==> src/rtl/edo_pkg.sv <==
`timescale 1ns/1ps
package edo_pkg;
  typedef enum logic [2:0] {
    ST_IDLE, ST_ROW, ST_RCD, ST_COL, ST_CAS, ST_PRE, ST_CBR, ST_RFSH
  } edo_st_e;
endpackage

==> src/rtl/edo_ref_timer.sv <==
`timescale 1ns/1ps
module edo_ref_timer #(
  parameter int unsigned REF_INT = 780
) (
  input  logic clk_i,
  input  logic rst_ni,
  output logic tick_o
);
  localparam int unsigned CW = $clog2(REF_INT + 1);

  logic [CW-1:0] cnt_q;

  assign tick_o = (cnt_q == CW'(REF_INT - 1));

  always_ff @(posedge clk_i or negedge rst_ni) begin
    if (!rst_ni)     cnt_q <= '0;
    else if (tick_o) cnt_q <= '0;
    else             cnt_q <= cnt_q + 1'b1;
  end
endmodule

==> src/rtl/edo_col_gen.sv <==
`timescale 1ns/1ps
module edo_col_gen #(
  parameter int unsigned COL_W = 10,
  parameter int unsigned BW    = 2
) (
  input  logic [COL_W-1:0] base_i,
  input  logic [BW-1:0]    beat_i,
  input  logic             subblk_i,
  output logic [COL_W-1:0] col_o
);
  logic [BW-1:0] lo_lin, lo_sub;

  assign lo_lin = base_i[BW-1:0] + beat_i;  // wraps within the block
  assign lo_sub = base_i[BW-1:0] ^ beat_i;

  generate
    if (COL_W > BW) begin : g_hi
      assign col_o = {base_i[COL_W-1:BW], (subblk_i ? lo_sub : lo_lin)};
    end else begin : g_lo
      assign col_o = subblk_i ? lo_sub : lo_lin;
    end
  endgenerate
endmodule

==> src/rtl/edo_seq.sv <==
`timescale 1ns/1ps
module edo_seq
  import edo_pkg::*;
#(
  parameter int unsigned RCD       = 2,
  parameter int unsigned TRP       = 2,
  parameter int unsigned RFW       = 2,
  parameter int unsigned BURST_LEN = 4,
  parameter int unsigned BW        = 2
) (
  input  logic          clk_i,
  input  logic          rst_ni,
  input  logic          wait_ni,
  input  logic          ref_tick_i,
  input  logic          go_i,
  input  logic          burst_i,
  output edo_st_e       st_o,
  output logic [BW-1:0] beat_o,
  output logic          ready_o
);
  localparam int unsigned TMAX = (RCD > TRP) ? ((RCD > RFW) ? RCD : RFW)
                                             : ((TRP > RFW) ? TRP : RFW);
  localparam int unsigned CW = $clog2(TMAX + 1);

  edo_st_e       st_q, st_d;
  logic [CW-1:0] cnt_q, cnt_d;
  logic [BW-1:0] beat_q, beat_d, last_q, last_d;
  logic          pend_q, pend_d;

  assign st_o    = st_q;
  assign beat_o  = beat_q;
  assign ready_o = (st_q == ST_IDLE) && !pend_q && wait_ni;

  always_comb begin
    st_d   = st_q;
    cnt_d  = cnt_q;
    beat_d = beat_q;
    last_d = last_q;
    pend_d = pend_q;
    if (wait_ni) begin
      unique case (st_q)
        ST_IDLE: begin
          if (pend_q) begin
            st_d   = ST_CBR;
            pend_d = 1'b0;
          end else if (go_i) begin
            st_d   = ST_ROW;
            beat_d = '0;
            last_d = burst_i ? BW'(BURST_LEN - 1) : '0;
          end
        end
        ST_ROW: begin
          st_d  = ST_RCD;
          cnt_d = '0;
        end
        ST_RCD: begin
          if (cnt_q == CW'(RCD - 1)) st_d = ST_COL;
          else                        cnt_d = cnt_q + 1'b1;
        end
        ST_COL: st_d = ST_CAS;
        ST_CAS: begin
          if (beat_q == last_q) begin
            st_d  = ST_PRE;
            cnt_d = '0;
          end else begin
            st_d   = ST_COL;
            beat_d = beat_q + 1'b1;
          end
        end
        ST_PRE: begin
          if (cnt_q == CW'(TRP - 1)) st_d = ST_IDLE;
          else                        cnt_d = cnt_q + 1'b1;
        end
        ST_CBR: begin
          st_d  = ST_RFSH;
          cnt_d = '0;
        end
        ST_RFSH: begin
          if (cnt_q == CW'(RFW - 1)) begin
            st_d  = ST_PRE;
            cnt_d = '0;
          end else begin
            cnt_d = cnt_q + 1'b1;
          end
        end
        default: st_d = ST_IDLE;
      endcase
    end
    if (ref_tick_i) pend_d = 1'b1;
  end

  always_ff @(posedge clk_i or negedge rst_ni) begin
    if (!rst_ni) begin
      st_q   <= ST_IDLE;
      cnt_q  <= '0;
      beat_q <= '0;
      last_q <= '0;
      pend_q <= 1'b0;
    end else begin
      st_q   <= st_d;
      cnt_q  <= cnt_d;
      beat_q <= beat_d;
      last_q <= last_d;
      pend_q <= pend_d;
    end
  end
endmodule

==> src/rtl/edo_dram_ctrl.sv <==
`timescale 1ns/1ps
module edo_dram_ctrl
  import edo_pkg::*;
#(
  parameter int unsigned BANKS     = 4,
  parameter int unsigned ROW_W     = 11,
  parameter int unsigned COL_W     = 10,
  parameter int unsigned BURST_LEN = 4,
  parameter int unsigned RCD       = 2,
  parameter int unsigned TRP       = 2,
  parameter int unsigned RFW       = 2,
  parameter int unsigned REF_INT   = 780,
  localparam int unsigned LANES    = 4,
  localparam int unsigned BANK_W   = $clog2(BANKS),
  localparam int unsigned ADDR_W   = BANK_W + ROW_W + COL_W,
  localparam int unsigned MA_W     = (ROW_W > COL_W) ? ROW_W : COL_W,
  localparam int unsigned BW       = $clog2(BURST_LEN)
) (
  input  logic              clk_i,
  input  logic              rst_ni,
  input  logic              req_valid_i,
  output logic              req_ready_o,
  input  logic              req_write_i,
  input  logic              req_burst_i,
  input  logic              req_subblk_i,
  input  logic [ADDR_W-1:0] req_addr_i,
  input  logic [LANES-1:0]  req_be_i,
  input  logic              wait_ni,
  output logic [MA_W-1:0]   dram_addr_o,
  output logic [BANKS-1:0]  dram_ras_no,
  output logic [LANES-1:0]  dram_cas_no,
  output logic              dram_we_no,
  output logic              xcvr_oe_no,
  output logic              xcvr_dir_o,
  output logic              xfer_o
);
  edo_st_e           st;
  logic [BW-1:0]     beat;
  logic              ref_tick, go;
  logic [BANK_W-1:0] bank_q;
  logic [ROW_W-1:0]  row_q;
  logic [COL_W-1:0]  colb_q, col;
  logic              wr_q, sub_q;
  logic [LANES-1:0]  be_q;
  logic              in_acc, row_ph, col_ph, bank_on, rfsh_cas;

  assign go = req_valid_i && req_ready_o;

  edo_ref_timer #(.REF_INT(REF_INT)) u_tmr (
    .clk_i  (clk_i),
    .rst_ni (rst_ni),
    .tick_o (ref_tick)
  );

  edo_seq #(
    .RCD(RCD), .TRP(TRP), .RFW(RFW), .BURST_LEN(BURST_LEN), .BW(BW)
  ) u_seq (
    .clk_i      (clk_i),
    .rst_ni     (rst_ni),
    .wait_ni    (wait_ni),
    .ref_tick_i (ref_tick),
    .go_i       (go),
    .burst_i    (req_burst_i),
    .st_o       (st),
    .beat_o     (beat),
    .ready_o    (req_ready_o)
  );

  edo_col_gen #(.COL_W(COL_W), .BW(BW)) u_col (
    .base_i   (colb_q),
    .beat_i   (beat),
    .subblk_i (sub_q),
    .col_o    (col)
  );

  always_ff @(posedge clk_i or negedge rst_ni) begin
    if (!rst_ni) begin
      bank_q <= '0;
      row_q  <= '0;
      colb_q <= '0;
      wr_q   <= 1'b0;
      sub_q  <= 1'b0;
      be_q   <= '0;
    end else if (go) begin
      colb_q <= req_addr_i[COL_W-1:0];
      row_q  <= req_addr_i[COL_W +: ROW_W];
      bank_q <= req_addr_i[ADDR_W-1 -: BANK_W];
      wr_q   <= req_write_i;
      sub_q  <= req_subblk_i;
      be_q   <= req_be_i;
    end
  end

  assign row_ph   = (st == ST_ROW) || (st == ST_RCD);
  assign col_ph   = (st == ST_COL) || (st == ST_CAS);
  assign in_acc   = row_ph || col_ph;
  assign bank_on  = (st == ST_RCD) || col_ph;
  assign rfsh_cas = (st == ST_CBR) || (st == ST_RFSH);

  assign dram_we_no  = !(in_acc && wr_q);
  assign xcvr_oe_no  = !in_acc;
  assign xcvr_dir_o  = in_acc && wr_q;
  assign xfer_o      = (st == ST_CAS) && wait_ni;

  always_comb begin
    dram_addr_o = '0;
    if (row_ph)      dram_addr_o = MA_W'(row_q);
    else if (col_ph) dram_addr_o = MA_W'(col);
  end

  for (genvar b = 0; b < BANKS; b++) begin : g_ras
    assign dram_ras_no[b] = !((bank_on && bank_q == BANK_W'(b)) || st == ST_RFSH);
  end

  for (genvar l = 0; l < LANES; l++) begin : g_cas
    assign dram_cas_no[l] = !(((st == ST_CAS) && (!wr_q || be_q[l])) || rfsh_cas);
  end
endmodule

==> config.mk <==
export PLATFORM = sky130hd
export DESIGN_NAME = edo_dram_ctrl
export DESIGN_NICKNAME = d
export VERILOG_FILES = /design/src/rtl/edo_pkg.sv /design/src/rtl/edo_ref_timer.sv /design/src/rtl/edo_col_gen.sv /design/src/rtl/edo_seq.sv /design/src/rtl/edo_dram_ctrl.sv
export SDC_FILE = /design/constraint.sdc
export NUM_CORES = 1
export LEC_CHECK = 0
export ABC_AREA = 1
export BUFFER_PORTS_ARGS = -buffer_cell sky130_fd_sc_hd__buf_2
export CAP_MARGIN = 10
export CORE_MARGIN = 10
export CORE_UTILIZATION = 27
export CTS_BUF_LIST = sky130_fd_sc_hd__clkbuf_8
export CTS_CLUSTER_DIAMETER = 150
export CTS_CLUSTER_SIZE = 16
export DETAILED_ROUTE_END_ITERATION = 10
export PLACE_DENSITY = 0.49
export SYNTH_ARGS = -nofsm -noshare
export SYNTH_HDL_FRONTEND = slang
export SYNTH_SLANG_ARGS = --single-unit
==> constraint.sdc <==
create_clock -name clk_i -period 1.75 [get_ports clk_i]
set_input_delay 0.35 -clock clk_i [delete_from_list [all_inputs] [get_ports clk_i]]
set_output_delay 0.35 -clock clk_i [all_outputs]
set_load 0.005 [all_outputs]
Yosys cells after proc, flatten, opt, wreduce, memory -nomap -nowiden
Index checks and enable logic that the tools add are counted.

Register bits: 49. Input bits: 34.

Bitwise operators: 2. Muxes and demuxes: 23. Add/sub/neg operators: 4. Reduce and logical (&&, ||, !) cells: 55. Eq/ne operators: 22.

Operators with widths (number): case mux 3 bit (8 select lines) (1); 2-to-1 mux 10 bit (2); 2-to-1 mux 3 bit (6); logical OR 1 bit (17); 2-to-1 mux 2 bit (8); logical AND 1 bit (13); == test 3 bit (second input constant) (4); zero test 1 bit (12); 2-to-1 mux 11 bit (1); adder 10 x 1 -> 10 bit (second input constant) (1); == test 10 bit (second input constant) (1); AND reduction 5 bit (2); != test 2 x 1 -> 1 bit (second input constant) (4); != test 2 bit (second input constant) (4); case mux 2 bit (4 select lines) (1); AND reduction 4 bit (2); == test 3 x 2 -> 1 bit (second input constant) (2); nonzero test 2 bit (3); adder 2 x 1 -> 2 bit (second input constant) (2); == test 2 x 1 -> 1 bit (second input constant) (2); == test 2 bit (second input constant) (2); case mux 2 bit (2 select lines) (1); nonzero test 4 bit (1); OR reduction 2 bit (2); other kinds (10) (12).

Logic depth before layout (Yosys ltp)
Gate-level depths: netlist of the first run.

Word-level depth: 7. Depth in mapped cells: 10.

By module
From an unflattened synthesis of the first run, not the netlist that was laid out.

Cell total of the unflattened synthesis: 394. Area, all modules: 2811.4 µm².

Modules (own cells, without submodules): edo_dram_ctrl (times used 1, area an instance 1456.4 µm², cells each 205, seq. area each 725.7 µm²); edo_seq (times used 1, area an instance 726.9 µm², cells each 103, seq. area each 225.2 µm²); edo_ref_timer (times used 1, area an instance 500.5 µm², cells each 63, seq. area each 250.2 µm²); edo_col_gen (times used 1, area an instance 127.6 µm², cells each 23, seq. area each 0.0 µm²).

Worst setup path before layout of the first run
OpenSTA, ideal clock, no wires.

Path kind: register to output. Start point: reg u_seq.st_q[1] (netlist: u_seq.st_o[1]). End point: out dram_addr_o[1]. Data required time: 1400 ps. Arrival time: 1186 ps. Buffers on the path: 2. Path slack: 214 ps. Cell stages (with the launch flop): 8. Cell sequence: dfrtp_1 buf_6 nor2_8 nand2_1 o21ai_2 buf_4 nand2_1 o21ai_1.

Cells in the longest elaborated chain, start to end: 4.

RTL lines: from (decl) (line edo_seq.sv:25) `edo_st_e st_q, st_d;`; from (signal assigned) (line edo_seq.sv:100) `st_q <= st_d;`; == test 3 x 2 -> 1 bit / == test 3 bit (equally long branches) (line edo_dram_ctrl.sv:95) `assign col_ph = (st == ST_COL) || (st == ST_CAS);`; logical OR 1 bit (line edo_dram_ctrl.sv:95); 2-to-1 mux 10 bit (line edo_dram_ctrl.sv:108) `else if (col_ph) dram_addr_o = MA_W'(col);`; 2-to-1 mux 11 bit (*) (line edo_dram_ctrl.sv:107) `if (row_ph) dram_addr_o = MA_W'(row_q);`; to (decl) (line edo_dram_ctrl.sv:29) `output logic [MA_W-1:0] dram_addr_o,`.

Every way passes the cells marked *; elsewhere a longest branch is shown, timed or not.

Worst setup path in the final report of the first run
Start point: reg u_seq.st_q[1] (netlist: u_seq.st_o[1]). End point: out dram_ras_no[1].

Cells in the longest elaborated chain, start to end: 6.

RTL lines: == test 3 x 2 -> 1 bit / == test 3 bit (equally long branches) (line edo_dram_ctrl.sv:95); logical OR 1 bit (line edo_dram_ctrl.sv:95); logical OR 1 bit (line edo_dram_ctrl.sv:97) `assign bank_on = (st == ST_RCD) || col_ph;`; logical AND 1 bit (line edo_dram_ctrl.sv:112) `assign dram_ras_no[b] = !((bank_on && bank_q == BANK_W'(b)) || st == ST_RFSH);`; logical OR 1 bit (*) (line edo_dram_ctrl.sv:112); zero test 1 bit (*) (line edo_dram_ctrl.sv:112); to (decl) (line edo_dram_ctrl.sv:30) `output logic [BANKS-1:0] dram_ras_no,`.

Marks and branches as above.

==> results.cfg, run 1 <==
[drt]
wirelength_um = 7640
vias_per_cell = 4.61
detail_route.drc_violations = 0
dr.pass1.iters = 4
drtIter0Drc = 156
vias = 2487
ant_nets = 0
routed_wire_length_per_instance_um = 14.1

[placed_design]
post-place-ws_ps = 12.0
place.gp.congestion = 0.893
dp.cells = 520
dpl.hpwl_um = 5500
portBuffers = 57

[cells_and_area]
layoutNonFillerInstCount = 540
layout_commonest_cell = sky130_fd_sc_hd__nand2_1
n_antenna_cell = 0
nets = 449
drive_gt1_share_pct = 34.8
layout.cells.most_common_list = sky130_fd_sc_hd__nand2_1, sky130_fd_sc_hd__buf_2, sky130_fd_sc_hd__dfrtp_1
nFillCells = 990
area_delta_synth_final_pct = 35.8

[floorplanning]
rows = 35
coreArea_um2 = 9330
die_width_um = 118
io_pins = 58
fp.dieH_um = 118
start_util_pct = 28.0
floorplan.die_area_um2 = 14000

[clock_network]
root_buffer = sky130_fd_sc_hd__clkbuf_8
clock_tree_from_tritoncts = done
clk-insertion-delay-late_ps = 310
clkSinkCount = 48
cts.reportedPaths.clkPinSlew_ps = 90
number_of_levels_the_h_tree_was_split_into = 2
ctsHoldBuffers = 0
cts_inserted_buffers = 5
cts_max_path_buffers = 2

[yosys]
postSynthAreaPerCell_um2 = 7.94
post_synth_edffs = 0
synth-seq-area-share_pct = 46.0
netlist_instances = 329
synth.cell_area_um2 = 2610
synth_net_count = 367
synth.lib_cells_used.distinct = 30
postSynth.topFlopCell = sky130_fd_sc_hd__dfrtp_1
postSynth.asyncResetShare_pct = 100
ys.warnings.count = 0
synth_seq_cells = 48

[power]
power.net_switching_w = 0.00215
p_sw_share_pct = 41.4
peakVddDrop_uv = 502
leakagePower_nw = 1.81
power.clock.fraction_pct = 13.5
power.share.combinational_pct = 51.7
internal_power_w = 0.00305
seq_power_share_pct = 34.8
power_per_cell_area_nw_per_um2 = 1460

[timing]
finalHoldViolations = 0
achievable-frequency_mhz = 511
setup_violations = 22
min_period_ps = 1960
finalWorstSetupSlack_ps = -206
slew_violations = 0
timing.clock.skew_ps = 7.84
grt_setup_unrepaired = true
slew-limit-headroom_pct = 61.2
timing_worst_slew_pin_value_ps = 582
finalCritPeriodShare_pct = 112

[outcome]
run_status = complete, but fails checks
failed_checks = negative setup slack

[global_route]
antenna_found_initial = 0
grt_pass1_wl_um = 12100
globalRouteOverflowTotal = 0
first_global_vias = 2466
global_route.usage.total_pct = 10.2
grt_max_degree = 26

[worst_setup_path]
critical_path_required_ps = 1400
type_of_element_launching_the_critical_path = flop
critPathLaunch = u_seq.st_o[1]
highest_fanout_seen_on_the_critical_path = 7
worst-endpoint-arrival_ps = 1610
worst_setup_path_end_kind = output port
path_class = reg2out
r2r_start = u_seq.st_o[1]

[min_path]
min_path_type = in2async

[flow_run]
drv.max_cap_violation_count = 0
-- layout make-up --
type                       count  area [um^2]  area share (%)
clock buffer                   6         82.6            2.33
clock inverter                 1         8.76           0.247
inverter                      33          126            3.56
multi-input combinational    235         1360            38.2
sequential                    48         1200            34.0
tap                          129          161            4.55
timing repair buffer          88          609            17.2
-- routing by layer --
layer | track usage, % | wire (um)
met4 | 3.28 | 108
met2 | 17.5 | 3790
met3 | 2.19 | 326
met1 | 12.4 | 3410
met5 | 0 | 0
-- power by group through the flow --
stage	registers, W	clock network, W	logic (W)
after CTS	0.00180	0.000723	0.00240
after detailed placement	0.00180	0	0.00212
after floorplan	0.00166	0	0.00145
final	0.00181	0.000699	0.00269
after global placement	0.00180	0	0.00208
after global routing	0.00186	0.000768	0.00300
-- metrics by stage --
| stage | TNS (ps) | power [W] | cell area, um^2 | hold WS, ps | util (%) |
|---|---|---|---|---|---|
| 6_report | -3180 | 0.00520 | 3550 | 29.3 | 38.0 |
| 5_1_grt | -4420 | 0.00563 | 3550 | 68.5 | 38.0 |
| 4_1_cts | -2400 | 0.00493 | 3360 | 42.7 | 36.0 |
| 3_5_place_dp | 0 | 0.00392 | 3130 | 377 | 33.5 |
| 3_3_place_gp | 0 | 0.00388 | 3130 | 383 | 33.5 |
| 2_1_floorplan | 0 | 0.00312 | 2610 | 54.4 | - |
-- cell usage after synthesis, types with 2 or more instances --
library cell	n	area (um^2)
sky130_fd_sc_hd__clkbuf_1	2	7.51
sky130_fd_sc_hd__a22o_1	9	78.8
sky130_fd_sc_hd__a31oi_1	4	25.0
sky130_fd_sc_hd__nand3_1	46	230
sky130_fd_sc_hd__buf_2	4	20.0
sky130_fd_sc_hd__buf_4	4	30.0
sky130_fd_sc_hd__nor2_8	2	40.0
sky130_fd_sc_hd__dfrtp_1	48	1200
sky130_fd_sc_hd__nand2_1	102	383
sky130_fd_sc_hd__nor2_1	28	105
sky130_fd_sc_hd__xor2_1	4	35.0
sky130_fd_sc_hd__nor3_1	3	15.0
sky130_fd_sc_hd__a21oi_2	5	43.8
sky130_fd_sc_hd__a21oi_1	4	20.0
sky130_fd_sc_hd__nand4_1	4	25.0
sky130_fd_sc_hd__o21ai_0	10	50.1
sky130_fd_sc_hd__buf_6	3	33.8
sky130_fd_sc_hd__inv_1	32	120
sky130_fd_sc_hd__ha_1	4	50.1
-- cell families (layout without fill, tap and decap cells) --
| group | count (synthesis) | count (layout) | share of synthesized area [%] |
|---|---|---|---|
| flip-flops | 48 | 48 | 46.0 |
| XOR/XNOR | 5 | 5 | 1.68 |
| AND/OR/NAND/NOR | 190 | 190 | 32.6 |
| AO/OA/AOI/OAI | 36 | 36 | 9.48 |
| buffers and inverters | 46 | 128 | 8.33 |
| adder cells (fa/ha/maj) | 4 | 4 | 1.91 |
-- critical path, stage by stage, from the launching register on --
cell	delay, ps
sky130_fd_sc_hd__dfrtp_2	520
sky130_fd_sc_hd__nand2_2	100
sky130_fd_sc_hd__o21ai_4	250
sky130_fd_sc_hd__inv_1	90
sky130_fd_sc_hd__nand2_2	110
sky130_fd_sc_hd__a31oi_1	100
sky130_fd_sc_hd__buf_2	140
-- state kept, by name, indices dropped and copies added (netlist names) --
register      flops
u_seq.st_o        3
u_tmr.cnt_q      10
row_q            11
wr_q              1
be_q              4
u_seq.cnt_q       2
u_seq.last_q      1
bank_q            2
sub_q             1
colb_q           10
u_seq.beat_o      2
u_seq.pend_q      1
-- repair_timing --
action,in CTS,in global routing
pin swaps,7,12
setup endpoints to repair,24,50
buffers inserted,10,3
cloned,0,1
resized for setup,25,39
-- path summary, 6_finish.rpt --
kind,to,slack [ps],depth (start not counted)
max,dram_ras_no[1],-210,6
min,colb_q[0],30,1
max reg2reg,u_seq.st_o[1],30,10
min reg2reg,row_q[0],480,2
max in group asynchronous,u_seq.st_o[2],1160,2
min in group clk_i,colb_q[2],270,3
Note: power is estimated with default switching activity, not from simulation.
==> inputs of run 2 (changes only) <==
--- a/config.mk
+++ b/config.mk
@@ -14,7 +14,7 @@
 export CTS_CLUSTER_DIAMETER = 150
 export CTS_CLUSTER_SIZE = 16
 export DETAILED_ROUTE_END_ITERATION = 10
-export PLACE_DENSITY = 0.49
+export PLACE_DENSITY = 0.57
 export SYNTH_ARGS = -nofsm -noshare
 export SYNTH_HDL_FRONTEND = slang
 export SYNTH_SLANG_ARGS = --single-unit
==> results.cfg, run 2 (synthesized netlist as in run 1, its figures left out) <==
[floorplanning]
io_pins = 58
coreArea_um2 = 9330
die_width_um = 118
floorplan.die_area_um2 = 14000
start_util_pct = 28.0
fp.dieH_um = 118
rows = 35

[clock_network]
root_buffer = sky130_fd_sc_hd__clkbuf_8
cts_max_path_buffers = 2
number_of_levels_the_h_tree_was_split_into = 2
clkSinkCount = 48
cts.reportedPaths.clkPinSlew_ps = 90
ctsHoldBuffers = 0
clk-insertion-delay-late_ps = 300
clock_tree_from_tritoncts = done
cts_inserted_buffers = 5

[timing]
achievable-frequency_mhz = 526
timing_worst_slew_pin_value_ps = 312
min_period_ps = 1900
finalHoldViolations = 0
finalCritPeriodShare_pct = 109
grt_setup_unrepaired = true
setup_violations = 18
hold_ws_ps = 23.1
finalWorstSetupSlack_ps = -152
timing.clock.skew_ps = 7.00
slew-limit-headroom_pct = 79.0
slew_violations = 0

[global_route]
global_route.usage.total_pct = 10.0
grt_max_degree = 49
first_global_vias = 2467
antenna_found_initial = 0
grt_pass1_wl_um = 12000
globalRouteOverflowTotal = 0

[cells_and_area]
n_antenna_cell = 0
layout.cells.most_common_list = sky130_fd_sc_hd__nand2_1, sky130_fd_sc_hd__buf_2, sky130_fd_sc_hd__dfrtp_1
largestRegisters = row_q (11), colb_q (10), u_tmr.cnt_q (10)
fin_util_pct = 37.1
layout_commonest_cell = sky130_fd_sc_hd__nand2_1
post-route-cell-area_um2 = 3460
drive_gt1_share_pct = 31.5
nets = 446
top_register = row_q
area_delta_synth_final_pct = 32.6
largest_register_ffs = 11

[drt]
ant_nets = 0
routed_wire_length_per_instance_um = 13.2
vias_per_cell = 4.45
detail_route.drc_violations = 0
vias = 2394
wirelength_um = 7130
dr.pass1.iters = 5
drtIter0Drc = 144

[worst_setup_path]
worst_setup_path_end_kind = output port
crit-reg2reg-capture = colb_q[7]
r2r_slack_ps = 130
type_of_element_launching_the_critical_path = flop
critical_path_required_ps = 1400
cp_cell_sequence = nor2_8, nand2_4, o21ai_2, buf_6, buf_6, a22o_1, buf_2
critPathMostFrequentCell = sky130_fd_sc_hd__buf_6
crit_buf_inv = 3
highest_fanout_seen_on_the_critical_path = 6
worst_path_largest_cell_delay_ps = 500
worst_path_max_delay_cell = sky130_fd_sc_hd__dfrtp_2
critical_path.top_delay_family = flip-flops
worst-endpoint-arrival_ps = 1550
worstRegToRegCells = 9
path_class = reg2out
r2r_start = u_seq.st_o[0]

[min_path]
min_path_type = in2async

[power]
totalPowerFinal_w = 0.00520
peakVddDrop_uv = 557
power_per_cell_area_nw_per_um2 = 1500
leakagePower_nw = 1.79

[placed_design]
dpl.hpwl_um = 5250
portBuffers = 57
place.gp.congestion = 0.859
post-place-ws_ps = -6.76
placement.cell_area_um2 = 3150

[outcome]
failed_checks = negative setup slack
run_status = complete, but fails checks

[flow_run]
drv.max_cap_violation_count = 0
==> run 2: cell type report <==
cell class	instances	area [um^2]
Timing Repair Buffer	84	554
Clock inverter	2	38.8
Clock buffer	6	82.6
Multi-Input combinational cell	236	1300
Fill cell	952	5860
Sequential cell	48	1200
Tap cell	129	161
Inverter	33	126
==> run 2: worst max-delay path by stage <==
stage	from	endpoint	slack, ps	cells past startpoint
after floorplan	u_seq.st_o[1]	dram_addr_o[1]	210	7
after global placement	u_seq.st_o[0]	dram_we_no	60	8
after global routing	u_seq.st_o[1]	dram_addr_o[8]	-240	6
after CTS	u_seq.st_o[0]	dram_addr_o[3]	-150	7
after detailed placement	u_seq.st_o[0]	dram_we_no	-7	8
final	u_seq.st_o[0]	dram_addr_o[3]	-150	7
==> run 2: what timing repair did <==
action,4_1_cts,5_1_grt
resized for setup,27,13
endpoints found under the setup margin,24,41
setup buffers,8,1
cloned,0,1
pin swaps,3,5
==> run 2: per-layer routing <==
metal	vias up	global-route usage (%)	wire length, um
li1	1227	-	-
met1	1113	12.4	3300
met2	47	16.7	3410
met3	7	2.38	301
met4	0	3.44	108
met5	-	0	0
==> run 2: power breakdown <==
group,switching (W),internal [W],total (W)
registers,0.000315,0.00149,0.00180
logic,0.00134,0.00120,0.00254
clock network,0.000385,0.000468,0.000853
==> run 2: metrics by stage <==
stage               std cells  setup TNS [ps]
floorplan                 329               0
global placement          521               0
detailed placement        521           -6.76
CTS                       537           -2730
global route              538           -3960
finish                    538           -2150
